--- config.mk ---
export PLATFORM = sky130hd
export DESIGN_NAME = dir_home_ctrl
export DESIGN_NICKNAME = d
export VERILOG_FILES = /design/src/rtl/dir_pkg.sv /design/src/rtl/dir_entry_table.sv /design/src/rtl/dir_data_store.sv /design/src/rtl/dir_inv_scan.sv /design/src/rtl/dir_home_ctrl.sv
export SDC_FILE = /design/constraint.sdc
export NUM_CORES = 1
export LEC_CHECK = 0
export ABC_AREA = 1
export BUFFER_PORTS_ARGS = -buffer_cell sky130_fd_sc_hd__buf_4
export CAP_MARGIN = 10
export CELL_PAD_IN_SITES_DETAIL_PLACEMENT = 0
export CELL_PAD_IN_SITES_GLOBAL_PLACEMENT = 1
export CORE_MARGIN = 3
export CORE_UTILIZATION = 30
export CTS_CLUSTER_SIZE = 25
export DETAILED_ROUTE_END_ITERATION = 16
export PLACE_DENSITY_LB_ADDON = 0.05
export SLEW_MARGIN = 5
export SYNTH_ARGS = -nofsm -noshare
export SYNTH_HDL_FRONTEND = slang
export SYNTH_HIERARCHICAL = 1
export SYNTH_SLANG_ARGS = --single-unit
--- constraint.sdc ---
create_clock -name clk -period 13.25 [get_ports clk]
set_clock_uncertainty 0.05 [all_clocks]
set_input_delay 1.9875 -clock clk [delete_from_list [all_inputs] [get_ports clk]]
set_output_delay 1.9875 -clock clk [all_outputs]
set_load 0.05 [all_outputs]
--- src/rtl/dir_pkg.sv ---
package dir_pkg;

  // Request codes on req_type
  localparam logic [1:0] REQ_RD   = 2'd0;
  localparam logic [1:0] REQ_WR   = 2'd1;
  localparam logic [1:0] REQ_WB   = 2'd2;

  // Message codes on msg_type
  localparam logic [1:0] MSG_DATA      = 2'd0;
  localparam logic [1:0] MSG_INV       = 2'd1;
  localparam logic [1:0] MSG_FETCH     = 2'd2;
  localparam logic [1:0] MSG_FETCH_INV = 2'd3;

  typedef enum logic [1:0] {
    DS_UNC = 2'd0,
    DS_SHR = 2'd1,
    DS_EXC = 2'd2
  } dstate_e;

  typedef enum logic [2:0] {
    C_IDLE  = 3'd0,
    C_INV   = 3'd1,
    C_FETCH = 3'd2,
    C_WAIT  = 3'd3,
    C_REPLY = 3'd4
  } ctrl_e;

endpackage

--- src/rtl/dir_entry_table.sv ---
module dir_entry_table
  import dir_pkg::*;
#(
  parameter int NPROC = 4,
  parameter int NBLK  = 16
) (
  input  logic                     clk,
  input  logic                     rst_n,
  input  logic [$clog2(NBLK)-1:0]  rd_addr,
  output dstate_e                  rd_state,
  output logic [NPROC-1:0]         rd_sharers,
  input  logic                     wr_en,
  input  logic [$clog2(NBLK)-1:0]  wr_addr,
  input  dstate_e                  wr_state,
  input  logic [NPROC-1:0]         wr_sharers
);

  dstate_e          st_arr [NBLK];
  logic [NPROC-1:0] sh_arr [NBLK];

  for (genvar g = 0; g < NBLK; g++) begin : g_entry
    always_ff @(posedge clk) begin
      if (!rst_n) begin
        st_arr[g] <= DS_UNC;
        sh_arr[g] <= '0;
      end else if (wr_en && (wr_addr == g[$clog2(NBLK)-1:0])) begin
        st_arr[g] <= wr_state;
        sh_arr[g] <= wr_sharers;
      end
    end
  end

  assign rd_state   = st_arr[rd_addr];
  assign rd_sharers = sh_arr[rd_addr];

endmodule

--- src/rtl/dir_data_store.sv ---
module dir_data_store #(
  parameter int NBLK = 16,
  parameter int DW   = 16
) (
  input  logic                     clk,
  input  logic                     rst_n,
  input  logic [$clog2(NBLK)-1:0]  rd_addr,
  output logic [DW-1:0]            rd_data,
  input  logic                     wr_en,
  input  logic [$clog2(NBLK)-1:0]  wr_addr,
  input  logic [DW-1:0]            wr_data
);

  logic [DW-1:0] words [NBLK];

  for (genvar g = 0; g < NBLK; g++) begin : g_word
    always_ff @(posedge clk) begin
      if (!rst_n) begin
        words[g] <= '0;
      end else if (wr_en && (wr_addr == g[$clog2(NBLK)-1:0])) begin
        words[g] <= wr_data;
      end
    end
  end

  assign rd_data = words[rd_addr];

endmodule

--- src/rtl/dir_inv_scan.sv ---
module dir_inv_scan #(
  parameter int NPROC = 4
) (
  input  logic                      clk,
  input  logic                      rst_n,
  input  logic                      load,
  input  logic [NPROC-1:0]          load_mask,
  input  logic                      advance,
  output logic [$clog2(NPROC)-1:0]  cur_idx,
  output logic                      is_last
);

  localparam int PW = $clog2(NPROC);

  logic [NPROC-1:0] pend_q;
  logic [NPROC-1:0] low_oh;

  // lowest set bit of the pending mask
  assign low_oh  = pend_q & (~pend_q + NPROC'(1));
  assign is_last = (pend_q & ~low_oh) == '0;

  always_comb begin
    cur_idx = '0;
    for (int i = 0; i < NPROC; i++) begin
      if (low_oh[i]) cur_idx = PW'(i);
    end
  end

  always_ff @(posedge clk) begin
    if (!rst_n) begin
      pend_q <= '0;
    end else if (load) begin
      pend_q <= load_mask;
    end else if (advance) begin
      pend_q <= pend_q & ~low_oh;
    end
  end

endmodule

--- src/rtl/dir_home_ctrl.sv ---
module dir_home_ctrl
  import dir_pkg::*;
#(
  parameter int NPROC = 4,
  parameter int NBLK  = 16,
  parameter int DW    = 16
) (
  input  logic                      clk,
  input  logic                      rst_n,
  input  logic                      req_valid,
  output logic                      req_ready,
  input  logic [1:0]                req_type,
  input  logic [$clog2(NPROC)-1:0]  req_src,
  input  logic [$clog2(NBLK)-1:0]   req_addr,
  input  logic [DW-1:0]             req_data,
  output logic                      msg_valid,
  input  logic                      msg_ready,
  output logic [1:0]                msg_type,
  output logic [$clog2(NPROC)-1:0]  msg_dst,
  output logic [$clog2(NBLK)-1:0]   msg_addr,
  output logic [DW-1:0]             msg_data,
  input  logic                      wb_valid,
  output logic                      wb_ready,
  input  logic [DW-1:0]             wb_data
);

  localparam int PW = $clog2(NPROC);
  localparam int AW = $clog2(NBLK);

  ctrl_e            st_q, st_d;
  logic [1:0]       op_q;
  logic [PW-1:0]    src_q, own_q, own_idx;
  logic [AW-1:0]    addr_q, look_addr;
  logic [DW-1:0]    rep_q, rep_d;
  logic             cap_rep;

  dstate_e          ent_st;
  logic [NPROC-1:0] ent_sh;
  logic [DW-1:0]    mem_rd;
  logic [NPROC-1:0] req_oh, src_oh, pend_init;

  logic             tbl_we;
  dstate_e          tbl_wst;
  logic [NPROC-1:0] tbl_wsh;
  logic             mem_we;
  logic [AW-1:0]    mem_wa;
  logic [DW-1:0]    mem_wd;

  logic             ld_pend, adv_pend, scan_last;
  logic [PW-1:0]    scan_idx;
  logic             accept;

  assign look_addr = (st_q == C_IDLE) ? req_addr : addr_q;
  assign req_oh    = NPROC'(1) << req_src;
  assign src_oh    = NPROC'(1) << src_q;
  assign pend_init = ent_sh & ~req_oh;
  assign accept    = req_valid && (st_q == C_IDLE);

  // owner of an exclusive block: lowest present bit
  always_comb begin
    own_idx = '0;
    for (int i = NPROC - 1; i >= 0; i--) begin
      if (ent_sh[i]) own_idx = PW'(i);
    end
  end

  dir_entry_table #(.NPROC(NPROC), .NBLK(NBLK)) u_table (
    .clk        (clk),
    .rst_n      (rst_n),
    .rd_addr    (look_addr),
    .rd_state   (ent_st),
    .rd_sharers (ent_sh),
    .wr_en      (tbl_we),
    .wr_addr    (look_addr),
    .wr_state   (tbl_wst),
    .wr_sharers (tbl_wsh)
  );

  dir_data_store #(.NBLK(NBLK), .DW(DW)) u_store (
    .clk     (clk),
    .rst_n   (rst_n),
    .rd_addr (look_addr),
    .rd_data (mem_rd),
    .wr_en   (mem_we),
    .wr_addr (mem_wa),
    .wr_data (mem_wd)
  );

  dir_inv_scan #(.NPROC(NPROC)) u_scan (
    .clk       (clk),
    .rst_n     (rst_n),
    .load      (ld_pend),
    .load_mask (pend_init),
    .advance   (adv_pend),
    .cur_idx   (scan_idx),
    .is_last   (scan_last)
  );

  // next-state, directory update and memory update
  always_comb begin
    st_d     = st_q;
    tbl_we   = 1'b0;
    tbl_wst  = DS_UNC;
    tbl_wsh  = '0;
    mem_we   = 1'b0;
    mem_wa   = addr_q;
    mem_wd   = wb_data;
    ld_pend  = 1'b0;
    adv_pend = 1'b0;
    cap_rep  = 1'b0;
    rep_d    = mem_rd;

    unique case (st_q)
      C_IDLE: begin
        if (accept) begin
          unique case (req_type)
            REQ_RD: begin
              if (ent_st == DS_EXC) begin
                st_d = C_FETCH;
              end else begin
                tbl_we  = 1'b1;
                tbl_wst = DS_SHR;
                tbl_wsh = ent_sh | req_oh;
                cap_rep = 1'b1;
                st_d    = C_REPLY;
              end
            end
            REQ_WR: begin
              if (ent_st == DS_EXC) begin
                st_d = C_FETCH;
              end else if ((ent_st == DS_SHR) && (pend_init != '0)) begin
                ld_pend = 1'b1;
                cap_rep = 1'b1;
                st_d    = C_INV;
              end else begin
                tbl_we  = 1'b1;
                tbl_wst = DS_EXC;
                tbl_wsh = req_oh;
                cap_rep = 1'b1;
                st_d    = C_REPLY;
              end
            end
            default: begin
              // write back: honoured only from the present owner
              if ((req_type == REQ_WB) && (ent_st == DS_EXC) &&
                  ((ent_sh & req_oh) != '0)) begin
                mem_we  = 1'b1;
                mem_wa  = req_addr;
                mem_wd  = req_data;
                tbl_we  = 1'b1;
                tbl_wst = DS_UNC;
                tbl_wsh = '0;
              end
            end
          endcase
        end
      end
      C_INV: begin
        if (msg_ready) begin
          adv_pend = 1'b1;
          if (scan_last) begin
            tbl_we  = 1'b1;
            tbl_wst = DS_EXC;
            tbl_wsh = src_oh;
            st_d    = C_REPLY;
          end
        end
      end
      C_FETCH: begin
        if (msg_ready) st_d = C_WAIT;
      end
      C_WAIT: begin
        if (wb_valid) begin
          mem_we  = 1'b1;
          mem_wd  = wb_data;
          cap_rep = 1'b1;
          rep_d   = wb_data;
          tbl_we  = 1'b1;
          if (op_q == REQ_RD) begin
            tbl_wst = DS_SHR;
            tbl_wsh = ent_sh | src_oh;
          end else begin
            tbl_wst = DS_EXC;
            tbl_wsh = src_oh;
          end
          st_d = C_REPLY;
        end
      end
      C_REPLY: begin
        if (msg_ready) st_d = C_IDLE;
      end
      default: st_d = C_IDLE;
    endcase
  end

  always_ff @(posedge clk) begin
    if (!rst_n) begin
      st_q   <= C_IDLE;
      op_q   <= REQ_RD;
      src_q  <= '0;
      own_q  <= '0;
      addr_q <= '0;
      rep_q  <= '0;
    end else begin
      st_q <= st_d;
      if (accept) begin
        op_q   <= req_type;
        src_q  <= req_src;
        addr_q <= req_addr;
        own_q  <= own_idx;
      end
      if (cap_rep) rep_q <= rep_d;
    end
  end

  // stream outputs
  assign req_ready = (st_q == C_IDLE);
  assign wb_ready  = (st_q == C_WAIT);
  assign msg_valid = (st_q == C_INV) || (st_q == C_FETCH) || (st_q == C_REPLY);
  assign msg_addr  = addr_q;
  assign msg_data  = (st_q == C_REPLY) ? rep_q : '0;

  always_comb begin
    unique case (st_q)
      C_INV: begin
        msg_type = MSG_INV;
        msg_dst  = scan_idx;
      end
      C_FETCH: begin
        msg_type = (op_q == REQ_RD) ? MSG_FETCH : MSG_FETCH_INV;
        msg_dst  = own_q;
      end
      default: begin
        msg_type = MSG_DATA;
        msg_dst  = src_q;
      end
    endcase
  end

endmodule

# [Yosys cells after proc, flatten, opt, wreduce, memory -nomap -nowiden]
# Memory sizes are Yosys's and may differ from the RTL's.
# Index checks and enable logic that the tools add are counted.
[totals] register_bits=33 in_bits=45 ramBits=352 memories=3
[classes] n_addsub=1 n_mux=223 n_shift=2 bitwise=57 eq_ne=45 reduce_logical=49
[mem_list] name="u_store.words" words=16 word_bits=16 read_ports=1 rd_ports_with_merged_regs=0 wr=16 line="dir_data_store.sv:14" rtl="logic [DW-1:0] words [NBLK];"
[mem_list] name="u_table.sh_arr" words=16 word_bits=4 read_ports=1 rd_ports_with_merged_regs=0 wr=16 line="dir_entry_table.sv:19" rtl="logic [NPROC-1:0] sh_arr [NBLK];"
[mem_list] name="u_table.st_arr" words=16 word_bits=2 read_ports=1 rd_ports_with_merged_regs=0 wr=16 line="dir_entry_table.sv:18" rtl="dstate_e st_arr [NBLK];"
[op_table] operator="$mux 16" n=23
[op_table] operator="$mux 4" n=31
[op_table] operator="$mux 1" n=119
[op_table] operator="$eq 4x4->1 const B" n=16
[op_table] operator="$mux 2" n=29
[op_table] operator="$or 1x1->1" n=48
[op_table] operator="$logic_and 1x1->1" n=36
[op_table] operator="$eq 4x3->1 const B" n=8
[op_table] operator="$mux 3" n=9
[op_table] operator="$and 4x4->4" n=4
[op_table] operator="$eq 4x2->1 const B" n=4
[op_table] operator="$pmux 3 s5" n=1
[op_table] operator="$logic_not 4->1" n=3
[op_table] operator="$not 4->4" n=3
[op_table] operator="$pmux 2 s2" n=3
[op_table] operator="$pmux 4 s3" n=1
[op_table] operator="$ne 2x2->1 const B" n=5
[op_table] operator="$eq 4x1->1 const B" n=2
[op_table] operator="$or 4x4->4" n=2
[op_table] operator="$pmux 4 s2" n=1
[op_table] operator="$reduce_bool 4->1" n=2
[op_table] operator="$shl 1x2->4 const A" n=2
[op_table] operator="$reduce_and 7->1" n=1
[op_table] operator="$eq 3x2->1 const B" n=2
[op_table] operator="other kinds (16)" n=22

# [Longest topological paths before layout]
# An unclocked memory read counts as a cell.
[logic_depth] word_depth=16 ltp_mapped=25

# [By module]
# The synthesis kept the hierarchy.
[by_module_without_submodules] module="dir_data_store" instances=1 cells_per_inst=1398 area_per_inst_um2=12340.6 seq_area_each_um2=7687.4
[by_module_without_submodules] module="dir_entry_table" instances=1 cells_per_inst=558 area_per_inst_um2=4788.3 seq_area_each_um2=2882.8
[by_module_without_submodules] module="dir_home_ctrl" instances=1 cells_per_inst=358 area_per_inst_um2=2184.6 seq_area_each_um2=580.6
[by_module_without_submodules] module="dir_inv_scan" instances=1 cells_per_inst=34 area_per_inst_um2=224.0 seq_area_each_um2=80.1

# [Worst setup path after synthesis]
# OpenSTA, ideal clock, no wires.
[synth_timing] path_kind="input port to flip-flop" start="in req_addr[2]" end="mem u_store.words[12][0] (enable)" setup_time_ns=0.411 path_stages=14 setup_slack_ns=6.718 n_path_buf=2 t_required_ns=12.789 arrival_time_ns=6.071 cell_sequence="inv_1 -> o21ai_0 -> inv_1 -> buf_1 -> nand3_1 -> nand3_1 -> nand2_1 -> inv_1 -> o2111ai_1 -> nand3_2 -> buf_2 -> o21ai_0 -> nand2_1 -> o21ai_0"
[synth_lines] item="from (decl)" line="dir_home_ctrl.sv:14" rtl="input logic [$clog2(NBLK)-1:0] req_addr,"
[synth_lines] item="to (decl)" line="dir_data_store.sv:14"

==> flow_summary.json <==
{
  "initial_core_util_pct": 30.6,
  "tightest_slew_ps": 1110,
  "finalNonFillerCells": 3247,
  "gp_routability_congestion": 0.769,
  "ys_seq_area_share_pct": 57.5,
  "synthFlopType": "edfxtp_1",
  "post-route-util_pct": 34.8,
  "yosys-top-cells-area": "edfxtp_1, nand2_1, nor2_1, nand3_1, inv_1",
  "syn-num-nets": 2393,
  "comb_power_share_pct": 39.5,
  "diodes": 0,
  "nets": 2407,
  "coreArea_um2": 63800,
  "portBuffers": 71,
  "clkPwrFrac_pct": 28.1,
  "ir_worst_vdd_mv": 0.114,
  "wirelength_mm": 66.5,
  "rsz0062_at_grt": "false",
  "crit_arrival_ps": 7860,
  "clock-sinks": 385,
  "final_area_um2": 22200,
  "swShare_pct": 42.4,
  "power_density_nw_per_um2": 200,
  "end_kind": "flip-flop",
  "path_class": "in -> reg",
  "fmax_mhz": 133,
  "start_kind": "primary input",
  "io_pins": 72,
  "cp.required_ps": 13590,
  "cts_tree": "built",
  "clockBufferDepth": 3,
  "yosys_warnings": 6,
  "setup_viol": 0,
  "p_int_mw": 2.57,
  "path_cells": "buf_4 -> inv_1 -> o21ai_4 -> buf_12 -> buf_4 -> nand2_1 -> nand3_1 -> nand3_1 -> nand3_1 -> nand2_1 -> inv_1 -> nand2_1 -> nor2_1 -> nand3_2 -> o21ai_0 -> nand2_1 -> inv_1 -> nand4_1 -> nor2_1",
  "grt_max_degree": 130,
  "core.rowCount": 92,
  "postRouteAntennaNets": 0,
  "synth_top_area_share_pct": 54.1,
  "track_usage_pct": 19.5,
  "grt_pass1_vias": 15000,
  "place_inst": 3158,
  "hp-start": "op_q[0]$_SDFFE_PN0P_",
  "viasPerCell": 4.67,
  "antenna_found_initial": 0,
  "die_area_um2": 68200,
  "drc": 0,
  "maxCapViolations": 0,
  "cts.clk_slew.worst_paths_ps": 60,
  "p_seq_share_pct": 32.4,
  "cp_common_cell": "nand2_1",
  "yosys.area.top_type": "edfxtp_1",
  "p_total_mw": 4.45,
  "post-route-period-util_pct": 56.7,
  "cts_hold_buf": 0,
  "clock-root-buffer": "clkbuf_16",
  "place_hpwl_mm": 42.9,
  "dr_total_vias": 15200,
  "fillers": 6838,
  "startpoint": "req_addr[0]",
  "synth_edf_count": 352,
  "max_stage_delay_ps": 1130,
  "syn_avg_cell_area_um2": 8.32,
  "final_common_cell": "nand2_1",
  "hp-class": "reg -> reg",
  "layout-drive-gt1-share_pct": 7.75,
  "critical_path.top_delay_family": "simple AND/OR/NAND/NOR gates",
  "htreeDepth": 2,
  "synth.cell_area_um2": 19500,
  "post-route-min-period_ps": 7520,
  "place_area_um2": 20700,
  "finalHoldViolCount": 0,
  "switchingPower_mw": 1.89,
  "gr-total-overflow": 0,
  "synthCells": 2348,
  "synth.distinct_cells": 34,
  "grt_pass1_wl_mm": 98.4,
  "async_flop_share_pct": 0,
  "avgRoutedWirePerCell_um": 20.5,
  "first_pass_iters": 5,
  "cts-resized-gates": 0,
  "final_cell_mix": "nand2_1, nor2_1, inv_1",
  "fin_tns_setup_ps": 0,
  "post_cts_buffers": 0,
  "power.leakage_nw": 9.64,
  "clock_latency_ps": 570,
  "slew_violations": 0,
  "status": "completed",
  "cp_slowest_cell": "o21ai_0",
  "area_growth_pct": 13.7,
  "r2r-start": "st_q[2]$_SDFFE_PN0P_",
  "die_h_um": 261,
  "cts_buffers": 48,
  "drt-initial-drc-count": 991,
  "die_w_um": 261,
  "path_buf_inv": 6,
  "path_max_fanout": 129,
  "slew_headroom_pct": 26.1,
  "ys_ff_latch": 385
}
==> flip-flops by register name (all words and copies together) (netlist names) <==
register,cells
msg_addr,4
op_q,2
own_q,2
rep_q,16
src_q,2
st_q,3
u_scan/pend_q,4
u_store/words,256
u_table/sh_arr,64
u_table/st_arr,32
==> power by group through the flow <==
stage                     clock, mW  sequential [mW]  combinational (mW)
after detailed placement          0             1.47                1.82
after global routing           1.35             1.45                1.96
final                          1.25             1.44                1.76
after floorplan                   0             1.46                1.12
after CTS                      1.29             1.44                1.82
after global placement            0             1.46                1.82
==> logic make-up (layout without fill, tap and decap cells) <==
family,count (synthesis),after routing,synth area share [%]
multiplexers,16,16,0.922
AND/OR/NAND/NOR,1345,1345,28.6
buffers and inverters,506,559,10.3
flip-flops,385,385,57.5
AO/OA/AOI/OAI,96,96,2.63
==> final cells by class <==
type | count | area (um2) | share of cell area (%)
multi-input combinational | 1457 | 6330 | 28.5
inverter | 379 | 1430 | 6.44
sequential | 385 | 11200 | 50.6
tap | 846 | 1060 | 4.77
clock inverter | 21 | 151 | 0.682
clock buffer | 68 | 1320 | 5.93
timing repair buffer | 91 | 696 | 3.13
==> stage by stage <==
stage | hold WS [ps] | setup WS, ps
final | 411 | 5730
after global routing | 441 | 5060
after CTS | 410 | 5560
after detailed placement | 403 | 4960
after global placement | 395 | 5060
after floorplan | 384 | 6720
==> per-layer routing <==
metal	track usage (%)	up-vias	share of wire (%)
met5	0	-	0
met4	5.34	0	2.5
met3	2.49	81	3.0
met2	35.2	209	51
met1	24.6	7398	43
li1	-	7470	-
==> path summary, 6_finish.rpt <==
path / cells past startpoint / end / slack (ps)
worst min register to register: 2 / op_q[0]$_SDFFE_PN0P_ / 410
worst min-delay path: 2 / op_q[0]$_SDFFE_PN0P_ / 410
worst max-delay path: 19 / u_store/words[12][13]$_SDFFCE_PN0P_ / 5730
worst max register to register: 20 / u_store/words[12][13]$_SDFFCE_PN0P_ / 6340
==> Yosys cell counts (4+ instances only) <==
| cell | n |
|---|---|
| nand4_1 | 20 |
| o21ai_1 | 22 |
| nand3_1 | 299 |
| nor3_4 | 4 |
| mux2_2 | 6 |
| buf_2 | 38 |
| dfxtp_1 | 33 |
| buf_1 | 18 |
| a21oi_1 | 21 |
| inv_1 | 373 |
| buf_6 | 8 |
| mux2_1 | 10 |
| nand2_1 | 587 |
| edfxtp_1 | 352 |
| o21ai_0 | 42 |
| nor2_4 | 5 |
| nor2_1 | 421 |
| o211ai_1 | 4 |
| clkbuf_1 | 61 |
==> tightest hold or removal path: cells and delay by family (launching register included) <==
| family | cells | cell delay, ps |
|---|---|---|
| buf+inv | 1 | 50 |
| compound gates | 1 | 60 |
| flops | 1 | 310 |
(Power assumes the default switching activity.)
